<file path="src/rtl/rpg_pkg.sv">
// Shared types for the request port gate.
// Assumes: nothing beyond IEEE 1800-2017 packages.
package rpg_pkg;
    // Outcome of the request handshake in one cycle.
    typedef enum logic [1:0] {
        HS_IDLE   = 2'd0,
        HS_TAKE   = 2'd1,
        HS_REFUSE = 2'd2
    } hs_e;
endpackage

</file>
<file path="src/rtl/rpg_cause_reg.sv">
// Blocking cause register: one bit per cause, each with its own set and
// clear strobe. Set wins over clear in the same cycle.
// Assumes: strobes are synchronous to clk.
module rpg_cause_reg #(
    parameter int NUM_CAUSES = 3
) (
    input  logic                  clk,
    input  logic                  rst_n,
    input  logic [NUM_CAUSES-1:0] cause_set,
    input  logic [NUM_CAUSES-1:0] cause_clr,
    output logic [NUM_CAUSES-1:0] cause_q,
    output logic [NUM_CAUSES-1:0] cause_d,
    output logic                  blocked
);
    // Next cause state: clear first, then apply sets so set wins.
    always_comb cause_d = (cause_q & ~cause_clr) | cause_set;

    // Hold the cause bits.
    always_ff @(posedge clk) begin
        if (!rst_n) cause_q <= '0;
        else        cause_q <= cause_d;
    end

    // Port is blocked while any cause is present.
    always_comb blocked = |cause_q;
endmodule

</file>
<file path="src/rtl/rpg_retry_ctl.sv">
// Retry controller: decides acceptance, remembers an owed retry after a
// refusal and issues a single retry pulse one cycle after the port is
// fully unblocked; withdraws it if the port re-blocks first.
// Assumes: next_clear reflects the cause register's next state.
module rpg_retry_ctl
    import rpg_pkg::*;
(
    input  logic clk,
    input  logic rst_n,
    input  logic req_valid,
    input  logic blocked,
    input  logic next_clear,
    output logic req_ready,
    output logic retry_pulse
);
    logic owed_q;
    logic sched_q;
    hs_e  hs;

    // Acceptance only with no block and no retry outstanding.
    always_comb req_ready = !blocked && !owed_q;

    // Classify this cycle's handshake.
    always_comb begin
        if (!req_valid)     hs = HS_IDLE;
        else if (req_ready) hs = HS_TAKE;
        else                hs = HS_REFUSE;
    end

    // Track the owed retry: refusal sets it, the pulse or acceptance clears it.
    always_ff @(posedge clk) begin
        if (!rst_n)                  owed_q <= 1'b0;
        else if (hs == HS_REFUSE)    owed_q <= 1'b1;
        else if (sched_q)            owed_q <= 1'b0;
        else if (hs == HS_TAKE)      owed_q <= 1'b0;
    end

    // Schedule the pulse for next cycle unless a cause reappears meanwhile.
    always_ff @(posedge clk) begin
        if (!rst_n) sched_q <= 1'b0;
        else        sched_q <= owed_q && !blocked && !sched_q && next_clear;
    end

    // The scheduled pulse is the retry output.
    always_comb retry_pulse = sched_q;
endmodule

</file>
<file path="src/rtl/rpg_block_stats.sv">
// Blocking statistics: per-cause saturating counters of blocked cycles
// and a saturating count of blocked episodes begun.
// Assumes: CNT_W >= 1.
module rpg_block_stats #(
    parameter int NUM_CAUSES = 3,
    parameter int CNT_W      = 16
) (
    input  logic                        clk,
    input  logic                        rst_n,
    input  logic [NUM_CAUSES-1:0]       cause_q,
    input  logic [NUM_CAUSES-1:0]       cause_d,
    output logic [NUM_CAUSES*CNT_W-1:0] block_cycles,
    output logic [CNT_W-1:0]            block_starts
);
    localparam logic [CNT_W-1:0] CNT_MAX = {CNT_W{1'b1}};

    logic [CNT_W-1:0] starts_q;
    logic             episode_begins;

    for (genvar i = 0; i < NUM_CAUSES; i++) begin : g_cause
        logic [CNT_W-1:0] cyc_q;
        // Count cycles this cause is held, stopping at the ceiling.
        always_ff @(posedge clk) begin
            if (!rst_n)                          cyc_q <= '0;
            else if (cause_q[i] && cyc_q != CNT_MAX) cyc_q <= cyc_q + 1'b1;
        end
        assign block_cycles[i*CNT_W +: CNT_W] = cyc_q;
    end

    // An episode begins when the register leaves all-clear.
    always_comb episode_begins = (cause_q == '0) && (cause_d != '0);

    // Count episodes, stopping at the ceiling.
    always_ff @(posedge clk) begin
        if (!rst_n)                                 starts_q <= '0;
        else if (episode_begins && starts_q != CNT_MAX) starts_q <= starts_q + 1'b1;
    end

    assign block_starts = starts_q;
endmodule

</file>
<file path="src/rtl/req_port_gate.sv">
// Request port gate: top level joining the cause register, the retry
// controller and the blocking statistics.
// Assumes: a single clock domain and a synchronous active-low reset.
module req_port_gate #(
    parameter int NUM_CAUSES = 3,
    parameter int CNT_W      = 16
) (
    input  logic                        clk,
    input  logic                        rst_n,
    input  logic                        req_valid,
    output logic                        req_ready,
    input  logic [NUM_CAUSES-1:0]       cause_set,
    input  logic [NUM_CAUSES-1:0]       cause_clr,
    output logic                        blocked,
    output logic                        retry_pulse,
    output logic [NUM_CAUSES*CNT_W-1:0] block_cycles,
    output logic [CNT_W-1:0]            block_starts
);
    logic [NUM_CAUSES-1:0] cause_q;
    logic [NUM_CAUSES-1:0] cause_d;
    logic                  next_clear;

    rpg_cause_reg #(.NUM_CAUSES(NUM_CAUSES)) u_cause (
        .clk       (clk),
        .rst_n     (rst_n),
        .cause_set (cause_set),
        .cause_clr (cause_clr),
        .cause_q   (cause_q),
        .cause_d   (cause_d),
        .blocked   (blocked)
    );

    // Next-state emptiness of the cause register feeds retry scheduling.
    always_comb next_clear = (cause_d == '0);

    rpg_retry_ctl u_retry (
        .clk         (clk),
        .rst_n       (rst_n),
        .req_valid   (req_valid),
        .blocked     (blocked),
        .next_clear  (next_clear),
        .req_ready   (req_ready),
        .retry_pulse (retry_pulse)
    );

    rpg_block_stats #(.NUM_CAUSES(NUM_CAUSES), .CNT_W(CNT_W)) u_stats (
        .clk          (clk),
        .rst_n        (rst_n),
        .cause_q      (cause_q),
        .cause_d      (cause_d),
        .block_cycles (block_cycles),
        .block_starts (block_starts)
    );
endmodule

</file>
<file path="config.mk">
export PLATFORM = sky130hd
export DESIGN_NAME = req_port_gate
export DESIGN_NICKNAME = d
export VERILOG_FILES = /design/src/rtl/rpg_pkg.sv /design/src/rtl/rpg_cause_reg.sv /design/src/rtl/rpg_retry_ctl.sv /design/src/rtl/rpg_block_stats.sv /design/src/rtl/req_port_gate.sv
export SDC_FILE = /design/constraint.sdc
export NUM_CORES = 1
export LEC_CHECK = 0
export BUFFER_PORTS_ARGS = -buffer_cell sky130_fd_sc_hd__buf_2
export CAP_MARGIN = 10
export CORE_MARGIN = 8
export CORE_UTILIZATION = 50
export DETAILED_ROUTE_END_ITERATION = 16
export GPL_ROUTABILITY_DRIVEN = 0
export PLACE_DENSITY = 0.75
export SYNTH_ARGS = -nofsm -noshare
export SYNTH_HDL_FRONTEND = slang
export SYNTH_SLANG_ARGS = --single-unit
</file>
<file path="constraint.sdc">
create_clock -name clk -period 3.67 [get_ports clk]
set_input_delay 0.367 -clock clk [delete_from_list [all_inputs] [get_ports clk]]
set_output_delay 0.367 -clock clk [all_outputs]
set_load 0.05 [all_outputs]
</file>
### Word-level counts from Yosys, hierarchy flattened

Cells that the tools add are included.

| operators by class | value |
|---|---|
| add/sub/neg operators | 4 |
| multipliers | 0 |
| divide/modulo/power cells | 0 |
| magnitude comparators | 0 |
| eq/ne operators | 6 |
| shifts and indexed selects | 0 |
| muxes and demuxes | 5 |
| bitwise gates (word level) | 3 |
| reductions and logical operators | 17 |

Operator list:

| cell | number |
|---|---|
| adder 16 x 1 -> 16 bit, second input constant | 4 |
| inequality test 16 bit, second input constant | 4 |
| logical AND 1 bit | 9 |
| zero test 3 bit | 2 |
| nonzero test 3 bit | 2 |
| two-way mux 2 bit | 2 |
| AND 3 bit | 1 |
| zero test 1 bit | 3 |
| two-way mux 1 bit | 3 |
| inverter 3 bit | 1 |
| OR 3 bit | 1 |
| OR reduction 3 bit | 1 |
| == test 2 x 1 -> 1 bit, second input constant | 1 |
| == test 2 bit, second input constant | 1 |

| storage, ports and cells | value |
|---|---|
| register bits | 69 |
| bits in latches | 0 |
| RAM bits | 0 |
| memory bits (read-only) | 0 |
| output and inout bits | 67 |
| word-level logic and storage cells | 42 |
| memories | 0 |

### Logic depth before layout (Yosys ltp)

| logic depth | value |
|---|---|
| depth after elaboration | 9 |
| gate-level depth with buffers | 7 |

### Modules after synthesis

From an unflattened synthesis, not the netlist that was laid out.

| unflattened totals | value |
|---|---|
| cell total of the unflattened synthesis | 430 |
| area total of the unflattened synthesis | 3573.4 µm² |

By module, submodules not included:

| module | instances | cells an instance | area an instance (µm²) | sequential area each (µm²) |
|---|---|---|---|---|
| rpg_block_stats | 1 | 407 | 3360.7 | 1281.2 |
| rpg_cause_reg | 1 | 13 | 126.4 | 60.1 |
| rpg_retry_ctl | 1 | 9 | 76.3 | 40.0 |
| req_port_gate | 1 | 1 | 10.0 | 0.0 |

### Least setup slack after synthesis

OpenSTA, ideal clock, no wires.

| timing | value |
|---|---|
| kind | register -> register |
| start point | register u_stats.g_cause[1].cyc_q[6] |
| end point | register u_stats.g_cause[1].cyc_q[3] |
| arrival | 2.051 ns |
| setup slack | 1.504 ns |
| stages on the path, launching flop included | 7 |
| buffers on the path | 1 |
| clock period less this slack | 2.166 ns |
| cells stage by stage | dfxtp_1 > nand4_1 > or3_1 > clkbuf_1 > o21ai_1 > nor3_1 > o21a_1 |

| between the ends | value |
|---|---|
| cells in the longest elaborated chain, start to end | 2 |

Ends and longest elaborated chain:

| item | RTL line | RTL |
|---|---|---|
| start: declaration | rpg_block_stats.sv:21 | `logic [CNT_W-1:0] cyc_q;` |
| start signal: assignment | rpg_block_stats.sv:25 | `else if (cause_q[i] && cyc_q != CNT_MAX) cyc_q <= cyc_q + 1'b1;` |
| inequality test 16 bit | rpg_block_stats.sv:25 |  |
| logical AND 1 bit | rpg_block_stats.sv:25 |  |

No other way between the ends.
A chain may end at the register's enable or synchronous reset.

### Final worst setup path

| timing | value |
|---|---|
| start point | register u_stats.starts_q[7] (netlist: u_stats.block_starts[7]) |
| end point | register u_stats.starts_q[3] (netlist: u_stats.block_starts[3]) |

| between the ends | value |
|---|---|
| cells in the longest elaborated chain, start to end | 2 |

Ends and longest elaborated chain:

| item | RTL line | RTL |
|---|---|---|
| start: declaration | rpg_block_stats.sv:17 | `logic [CNT_W-1:0] starts_q;` |
| start signal: assignment | rpg_block_stats.sv:36 | `else if (episode_begins && starts_q != CNT_MAX) starts_q <= starts_q + 1'b1;` |
| inequality test 16 bit | rpg_block_stats.sv:36 |  |
| logical AND 1 bit | rpg_block_stats.sv:36 |  |

No other way between the ends.

==> flow_summary.toml <==
[routing]
wl_per_cell_um = 14.4
via_per_inst = 5.78
postRouteAntennaNets = 0
routed_wl_mm = 7.85
drtPass1Iterations = 6
dr.first_iter.drc_count = 109
num_vias = 3150
drc_errors = 0

[grt]
antenna_found_initial = 0
track_usage_pct = 16.5
gr-total-overflow = 0
grt_pass1_wl_mm = 13.4
grt_pass1_vias = 2903
grt_max_degree = 32

[cells_and_area]
final_cells = 545
n_antenna_cell = 0
drive_above_1_share_pct = 20.5
layout_commonest_cell = "buf_2"
syn_to_final_growth_pct = 18.7
final_cell_mix = "buf_2, dfxtp_1, nor2_1, nand2_1, nand3_1"
fin_nets = 476
num-fill-cells = 579
final_area_sq_mm = 0.00392

[logic_synthesis]
synth_area_per_cell_sq_um = 8.43
synthArstFlopShare_pct = 0
synth_top_area_share_pct = 41.8
synth.ff_latch_count = 69
yosys_warnings = 0
syn_area_sq_mm = 0.00330
synth_edf_count = 0
synth_cell_types = 42
synth_nets = 405
seq_area_frac_synth_pct = 41.8
synth_area_leader_cell = "dfxtp_1"
synthCells = 392
synthTopCellsByArea = "dfxtp_1, xor2_1, nor2_1"
synthFlopType = "dfxtp_1"

[sta]
fin_crit_ns = 2.07
hold_violations = 0
finalSetupViolCount = 0
fmax_mhz = 484
drv_slew = 0
period_share_pct = 56.3
finClkSkew_ns = 0.0106
max_slew_margin_pct = 50.0
fin_tns_setup_ns = 0
holdWs_ns = 0.300
worstMarginPinSlew_ns = 0.747
grt_setup_unrepaired = "no"

[power_and_ir_drop]
cellLeakagePower_uw = 0.00159
p_total_uw = 1500
power_density_mw_per_mm2 = 383
ir_drop_v = 0.000250

[die]
die_w_um = 97.3
die-area_sq_mm = 0.00947
initial_core_util_pct = 51.7
die-height_um = 97.3
ioPinCount = 76
core_area_sq_mm = 0.00639
rows = 29

[clock_network]
post-cts-setup-buffers = 0
clkSinkCount = 69
clk_latency_ns = 0.34
cts_made_buffers = 9
root_buffer = "clkbuf_8"
hold_buffers = 0
htreeDepth = 3
clk_path_buf_depth = 2
ctsResizeCount = 0
cts_tree = "yes"
clk_pin_slew_ns = 0.07

[critical_path]
cp_top_family = "simple AND/OR/NAND/NOR gates"
critical_path.cell_chain = "and4_1, nand3_1, nor2_1, buf_4, or4_1, a21oi_1"
cpPeakStageDelay_ns = 0.60
arrival_ns = 2.28
path_max_fanout = 16
worstSetupPathType = "register to register"
crit_required_ns = 3.89
critPathLaunchType = "register"
endpoint_kind = "register"
crit_buf_inv = 1
crit_slowest_cell = "nor2_1"

[hold_path]
worstHoldPathType = "input port to register"

[placed_design]
dp.cells = 529
portBuffers = 75
dp_hpwl_mm = 5.69
dpl_cell_area_sq_mm = 0.00372

[job]
maxCapViolCount = 0

[run_status]
status = "complete, no violations"
[worst paths after layout]
kind	from	to	slack, ns	cells after the start
worst min-delay path	cause_set[0]	u_cause.cause_q[0]$_SDFF_PN0_	0.30	3
worst max-delay path	u_stats.block_starts[7]$_SDFFE_PN0P_	u_stats.block_starts[3]$_SDFFE_PN0P_	1.60	6
worst min register to register	u_retry.owed_q$_SDFFE_PN0P_	u_retry.retry_pulse$_SDFF_PN0_	0.47	2
worst max register to register	u_stats.block_starts[7]$_SDFFE_PN0P_	u_stats.block_starts[3]$_SDFFE_PN0P_	1.60	6
[logic make-up (layout without fill, tap and decap cells)]
logic type                 count (synthesis)  in the layout  share of synthesized area, %
and+or+nand+nor                          179            179                          28.4
muxes                                      4              4                          1.21
adders and majority gates                  4              4                          1.51
AOI/OAI and AO/OA                         80             80                          16.2
buffers and inverters                     28            104                          3.45
xor gates and xnor gates                  28             28                          7.42
DFF                                       69             69                          41.8
[where the power goes]
part | internal (uW) | total (uW) | switching [uW]
combinational | 25.4 | 104 | 78.5
clock | 331 | 627 | 296
sequential | 759 | 773 | 14.1
total | 1120 | 1500 | 388
[sequential cells by signal, indices dropped and copies added (netlist names)]
name,flops
u_cause.cause_q,3
u_retry.owed_q,1
u_stats.g_cause.cyc_q,48
u_retry.retry_pulse,1
u_stats.block_starts,16
[per-layer routing]
metal / vias to the layer above / GRT usage, % / part of all wire, %
met2: 78 / 27.0 / 46
met5: - / 0 / 0
met4: 0 / 6.64 / 1.7
li1: 1593 / - / -
met1: 1467 / 19.6 / 46
met3: 12 / 4.91 / 5.9
[worst register-to-register path: cells and delay by family (launching register included)]
family,cells,cell delay [ns]
simple gates,4,1.14
flops,1,0.42
buf+inv,1,0.32
compound gates,1,0.06
[cell usage after synthesis (all sizes together), types with 7 or more instances]
cell     n
xnor2    8
a21oi   21
nor2    46
clkbuf  16
nand2   27
inv      9
nor3    14
nand3   25
o21ai   18
and2     8
dfxtp   69
and3     7
o211ai   7
and4    10
nand4   13
o31ai   12
xor2    20
or4     14
[metrics by stage]
step,worst slack (ns),util (%)
after floorplan,1.50,-
after global placement,1.73,58.3
after detailed placement,1.64,58.3
after CTS,1.64,61.4
after global routing,1.34,61.4
final,1.60,61.4
[area by class of cell]
class | instances | area [sq um] | share of cell area (%)
multi-input combinational | 295 | 1810 | 46.1
timing repair buffer | 78 | 398 | 10.1
clock buffer | 10 | 138 | 3.51
sequential | 69 | 1380 | 35.2
clock inverter | 6 | 61.3 | 1.56
inverter | 10 | 37.5 | 0.957
tap | 77 | 96.3 | 2.46
(Power assumes the default switching activity.)
